[src/rtl/bhz_pkg.sv]
package bhz_pkg;
  typedef enum logic [1:0] {
    POL_FREEZE = 2'b00,
    POL_SPEC   = 2'b01,
    POL_DELAY  = 2'b10,
    POL_SPARE  = 2'b11
  } policy_e;

  typedef struct packed {
    logic kill;      // drop the word fetched this cycle
    logic redirect;  // load target into pc
    logic hold;      // keep pc (refetch)
  } fetch_ctl_t;
endpackage

[src/rtl/bhz_policy_ctl.sv]
module bhz_policy_ctl
  import bhz_pkg::*;
(
  input  logic       [1:0] mode_i,
  input  logic             br_i,
  input  logic             taken_i,
  output fetch_ctl_t       ctl_o
);
  policy_e pol;
  assign pol = policy_e'(mode_i);

  always_comb begin
    ctl_o = '0;
    case (pol)
      POL_SPEC: begin
        ctl_o.kill     = br_i & taken_i;
        ctl_o.redirect = br_i & taken_i;
      end
      POL_DELAY: begin
        ctl_o.redirect = br_i & taken_i;
      end
      default: begin // freeze and spare encoding
        ctl_o.kill     = br_i;
        ctl_o.redirect = br_i & taken_i;
        ctl_o.hold     = br_i & ~taken_i;
      end
    endcase
  end
endmodule

[src/rtl/bhz_pc_gen.sv]
module bhz_pc_gen #(
  parameter int unsigned       ADDR_W    = 32,
  parameter logic [ADDR_W-1:0] RESET_VEC = 'h1000,
  parameter int unsigned       PC_STEP   = 4
) (
  input  logic              clk_i,
  input  logic              rst_ni,
  input  logic              hold_i,
  input  logic              redirect_i,
  input  logic [ADDR_W-1:0] target_i,
  output logic [ADDR_W-1:0] pc_o
);
  localparam logic [ADDR_W-1:0] StepV = ADDR_W'(PC_STEP);

  logic [ADDR_W-1:0] pc_q, pc_d;

  always_comb begin
    if (redirect_i)  pc_d = target_i;
    else if (hold_i) pc_d = pc_q;
    else             pc_d = pc_q + StepV;
  end

  always_ff @(posedge clk_i or negedge rst_ni) begin
    if (!rst_ni) pc_q <= RESET_VEC;
    else         pc_q <= pc_d;
  end

  assign pc_o = pc_q;
endmodule

[src/rtl/bhz_ifid_reg.sv]
module bhz_ifid_reg #(
  parameter int unsigned ADDR_W  = 32,
  parameter int unsigned INSTR_W = 32
) (
  input  logic               clk_i,
  input  logic               rst_ni,
  input  logic               kill_i,
  input  logic [INSTR_W-1:0] instr_i,
  input  logic [ADDR_W-1:0]  pc_i,
  output logic [INSTR_W-1:0] instr_o,
  output logic [ADDR_W-1:0]  pc_o,
  output logic               valid_o
);
  always_ff @(posedge clk_i or negedge rst_ni) begin
    if (!rst_ni) begin
      instr_o <= '0;
      pc_o    <= '0;
      valid_o <= 1'b0;
    end else begin
      // a squash only drops the tag; payload bits load regardless
      instr_o <= instr_i;
      pc_o    <= pc_i;
      valid_o <= ~kill_i;
    end
  end
endmodule

[src/rtl/bhz_fetch_ctl.sv]
module bhz_fetch_ctl
  import bhz_pkg::*;
#(
  parameter int unsigned       ADDR_W    = 32,
  parameter int unsigned       INSTR_W   = 32,
  parameter logic [ADDR_W-1:0] RESET_VEC = 'h1000,
  parameter int unsigned       PC_STEP   = 4
) (
  input  logic               clk_i,
  input  logic               rst_ni,
  input  logic [1:0]         mode_i,
  output logic [ADDR_W-1:0]  imem_addr_o,
  input  logic [INSTR_W-1:0] imem_data_i,
  input  logic               dec_branch_i,
  input  logic               dec_taken_i,
  input  logic [ADDR_W-1:0]  dec_target_i,
  output logic [INSTR_W-1:0] id_instr_o,
  output logic [ADDR_W-1:0]  id_pc_o,
  output logic               id_valid_o
);
  fetch_ctl_t ctl;
  logic       br_in_id;

  // decode inputs only count when the decode entry is live
  assign br_in_id = id_valid_o & dec_branch_i;

  bhz_policy_ctl u_policy (
    .mode_i  (mode_i),
    .br_i    (br_in_id),
    .taken_i (dec_taken_i),
    .ctl_o   (ctl)
  );

  bhz_pc_gen #(
    .ADDR_W    (ADDR_W),
    .RESET_VEC (RESET_VEC),
    .PC_STEP   (PC_STEP)
  ) u_pc (
    .clk_i      (clk_i),
    .rst_ni     (rst_ni),
    .hold_i     (ctl.hold),
    .redirect_i (ctl.redirect),
    .target_i   (dec_target_i),
    .pc_o       (imem_addr_o)
  );

  bhz_ifid_reg #(
    .ADDR_W  (ADDR_W),
    .INSTR_W (INSTR_W)
  ) u_ifid (
    .clk_i   (clk_i),
    .rst_ni  (rst_ni),
    .kill_i  (ctl.kill),
    .instr_i (imem_data_i),
    .pc_i    (imem_addr_o),
    .instr_o (id_instr_o),
    .pc_o    (id_pc_o),
    .valid_o (id_valid_o)
  );
endmodule

[config.mk]
export PLATFORM = sky130hd
export DESIGN_NAME = bhz_fetch_ctl
export DESIGN_NICKNAME = d
export VERILOG_FILES = /design/src/rtl/bhz_pkg.sv /design/src/rtl/bhz_policy_ctl.sv /design/src/rtl/bhz_pc_gen.sv /design/src/rtl/bhz_ifid_reg.sv /design/src/rtl/bhz_fetch_ctl.sv
export SDC_FILE = /design/constraint.sdc
export NUM_CORES = 1
export LEC_CHECK = 0
export ABC_AREA = 1
export BUFFER_PORTS_ARGS = -buffer_cell sky130_fd_sc_hd__buf_4
export CORE_MARGIN = 8
export CORE_UTILIZATION = 44
export DETAILED_ROUTE_END_ITERATION = 16
export HOLD_SLACK_MARGIN = 0.12
export PLACE_DENSITY = 0.73
export REMOVE_ABC_BUFFERS = 1
export SLEW_MARGIN = 25
export SYNTH_ARGS = -nofsm -noshare
export SYNTH_HDL_FRONTEND = slang
export SYNTH_SLANG_ARGS = --single-unit
[constraint.sdc]
create_clock -name clk_i -period 1.4 [get_ports clk_i]
set_input_delay 0.35 -clock clk_i [delete_from_list [all_inputs] [get_ports clk_i]]
set_output_delay 0.35 -clock clk_i [all_outputs]
set_load 0.02 [all_outputs]
==> reports/qor.txt <==
Vias -> 4129
IO Pins -> 167
CTS max path bufs -> 2
clock skew -> 16.7 ps
row cnt -> 35
post-synth cell types -> 32
Port Buffer Count -> 166
CTS Buf Count -> 9
CTS clk-pin slew, worst paths -> 110 ps
Worst-Skew Late Latency -> 370 ps
synth top area cells -> dfrtp_1 58%, nand2_1 12%, nor2_1 5.1%, nand3_1 4.0%, inv_1 3.8%
clock sink count -> 97
Slew Limit Headroom -> 0.775
dpl cells -> 771
drt total wl -> 14100 µm
Layout Nets -> 816
VDD IR-drop max -> 0.722 mV
fin cells -> 860
Layout Utilization -> 0.761
unrepaired setup endpoints after global routing -> true
final critical-path share of the clock period -> 1.13
dominant cell type by area after synthesis -> dfrtp_1
Die Ht -> 113 µm
residual DRC count -> 0
area grow syn2layout -> 68.2%
Netlist Area Pre-Place -> 0.00416 mm²
Total Power -> 10.2 mW
Setup crit start -> u_pc.pc_o[12]
Worst Tran Pin Value -> 337 ps
Routability Congestion -> 0.931
first-pass GRT wire length -> 22500 µm
most frequent cell after synthesis -> nand2_1
Cells after Synth -> 456
final hold vios -> 0
RR Endpoint -> u_pc.pc_o[26]
YS warnings -> 0
core area -> 0.00920 mm²
Final Hold Slack -> 187 ps
Top FF cell, synth -> dfrtp_1
vias in the first global route -> 4297
Synth top area share -> 0.578
Final HPWL DP -> 9500 µm
Worst Path Arrival -> 1850 ps
initial antenna violation count -> 0
clock tree from TritonCTS -> done
static leakage -> 3.64 nW
FFs w/ async S/R, synth -> 1.00
WP data required -> 1670 ps
DRT Pass-1 Iters -> 5
worst r2r path cells -> 9
all-layer global routing usage -> 0.219
min Tclk post-route -> 1580 ps
Via-to-Cell Ratio -> 4.80
status -> finished with violations
register area share after synthesis -> 0.584
failing checks -> negative setup slack
largest net degree at the start of global routing -> 63
Max-Cap Viols -> 0
H-tree depth -> 3
Routed WL per cell -> 16.4 µm
peak fanout along the critical path -> 5
synth cell count leaders -> 133 x nand2_1, 96 x dfrtp_1, 57 x nor2_1
Detail Route Antenna Nets -> 0
starting density of the core -> 0.452
Root Driver -> clkbuf_8
diode count -> 0
fmax -> 632 MHz
Fill cells -> 603
DRT iter0 DRCs -> 274
Critical Path Start Type -> register
Synth Area per Inst -> 9.12 µm²
Reg-to-Reg Start -> u_pc.pc_o[12]
worst setup path end -> u_pc.pc_o[26]
grt ovf -> 0
die width -> 113 µm
die area -> 0.0128 mm²
Worst Slack Setup Final -> -181 ps
Hold WC Path Type -> input pin to register
WS Path Type -> register to register
Seq cells post-synth -> 97
Worst Setup End Kind -> register
Post-synth EDFFs -> 0
max-slew violation count -> 0
layout cell share with drive strength beyond 1 -> 0.437
register-to-register setup slack -> -180 ps
Power Dens Cells -> 1460 mW/mm²
count of final setup violators -> 28
## layout make-up
class | count | area [µm²] | area share
Inverter | 43 | 161 | 0.0231
Clock inverter | 6 | 57.6 | 0.00823
Multi-Input combinational cell | 304 | 1570 | 0.225
Clock buffer | 10 | 138 | 0.0197
Tap cell | 111 | 139 | 0.0198
Timing Repair Buffer | 289 | 2500 | 0.357
Sequential cell | 97 | 2430 | 0.347
## placed cells by master (no fill, tap or decap), types with 4 or more instances in the layout
| cell type | n |
|---|---|
| buf_4 | 200 |
| nand2_1 | 128 |
| dfrtp_1 | 95 |
| buf_6 | 52 |
| nor2_1 | 49 |
| inv_1 | 41 |
| dlygate4sd3_1 | 33 |
| nand3_1 | 30 |
| a21oi_1 | 13 |
| nor2_4 | 13 |
| nor2_2 | 11 |
| nand2_2 | 10 |
| clkbuf_8 | 10 |
| o21ai_0 | 7 |
| nand2_4 | 6 |
| nand3_2 | 5 |
| o21ai_1 | 4 |
| buf_12 | 4 |
## worst min-delay path by stage
stage | end | depth (start not counted) | startpoint | slack, ps
floorplan | u_ifid.instr_o[0] | 0 | rst_ni | 50
global placement | u_ifid.pc_o[2] | 1 | rst_ni | 150
detailed placement | u_ifid.pc_o[2] | 1 | rst_ni | 160
CTS | u_pc.pc_o[0] | 3 | dec_target_i[0] | 180
global route | u_pc.pc_o[1] | 3 | dec_target_i[1] | 180
finish | u_pc.pc_o[0] | 3 | dec_target_i[0] | 190
## per-layer routing
layer	global-route usage	vias up	routed length, µm
li1	-	2002	-
met1	0.271	1960	6120
met2	0.369	151	6780
met3	0.0671	16	1040
met4	0.0488	0	177
met5	0	-	0
## state kept, by name, summed over array words and instances (netlist names)
register and cells:
u_ifid.instr_o 32, u_ifid.pc_o 32, u_ifid.valid_o 1, u_pc.pc_o 32
## cell families after synthesis
| family | Yosys count | synth area share |
|---|---|---|
| AO/OA/AOI/OAI | 41 | 0.0578 |
| flip-flops | 97 | 0.584 |
| buffers and inverters | 55 | 0.0578 |
| AND/OR/NAND/NOR | 258 | 0.288 |
| adder cells (fa/ha/maj) | 2 | 0.00602 |
| XOR/XNOR | 3 | 0.00632 |
## where the power goes
group	internal [mW]	switching (mW)	total, mW	leakage, nW
sequential	3.36	0.361	3.72	1.11
combinational	2.26	2.46	4.72	2.43
clock	0.736	1.06	1.80	0.101
## repair_timing
item	4_1_cts	5_1_grt
setup buffers	30	14
endpoints found under the setup margin	47	54
hold buffers	33	0
gates resized for setup	51	30
pin swaps	9	7
hold endpoints to repair	128	0
## critical path: stages (launching register included)
cell	delay [ps]
dfstp_2	580
nand2_1	110
nor2_2	160
nand2_1	100
nor2_4	180
nand2_1	80
nand2_1	70
nand3_1	80
nand2_1	80
nand2_1	60
## metrics by stage
step | instance area, µm² | worst slack [ps] | TNS, ps
after floorplan | 4080 | -1510 | -32630
after global placement | 5890 | -211 | -3720
after detailed placement | 5890 | -260 | -4840
after CTS | 6810 | -134 | -1860
after global routing | 7000 | -257 | -5450
final | 7000 | -181 | -2340
(Power assumes the default switching activity.)
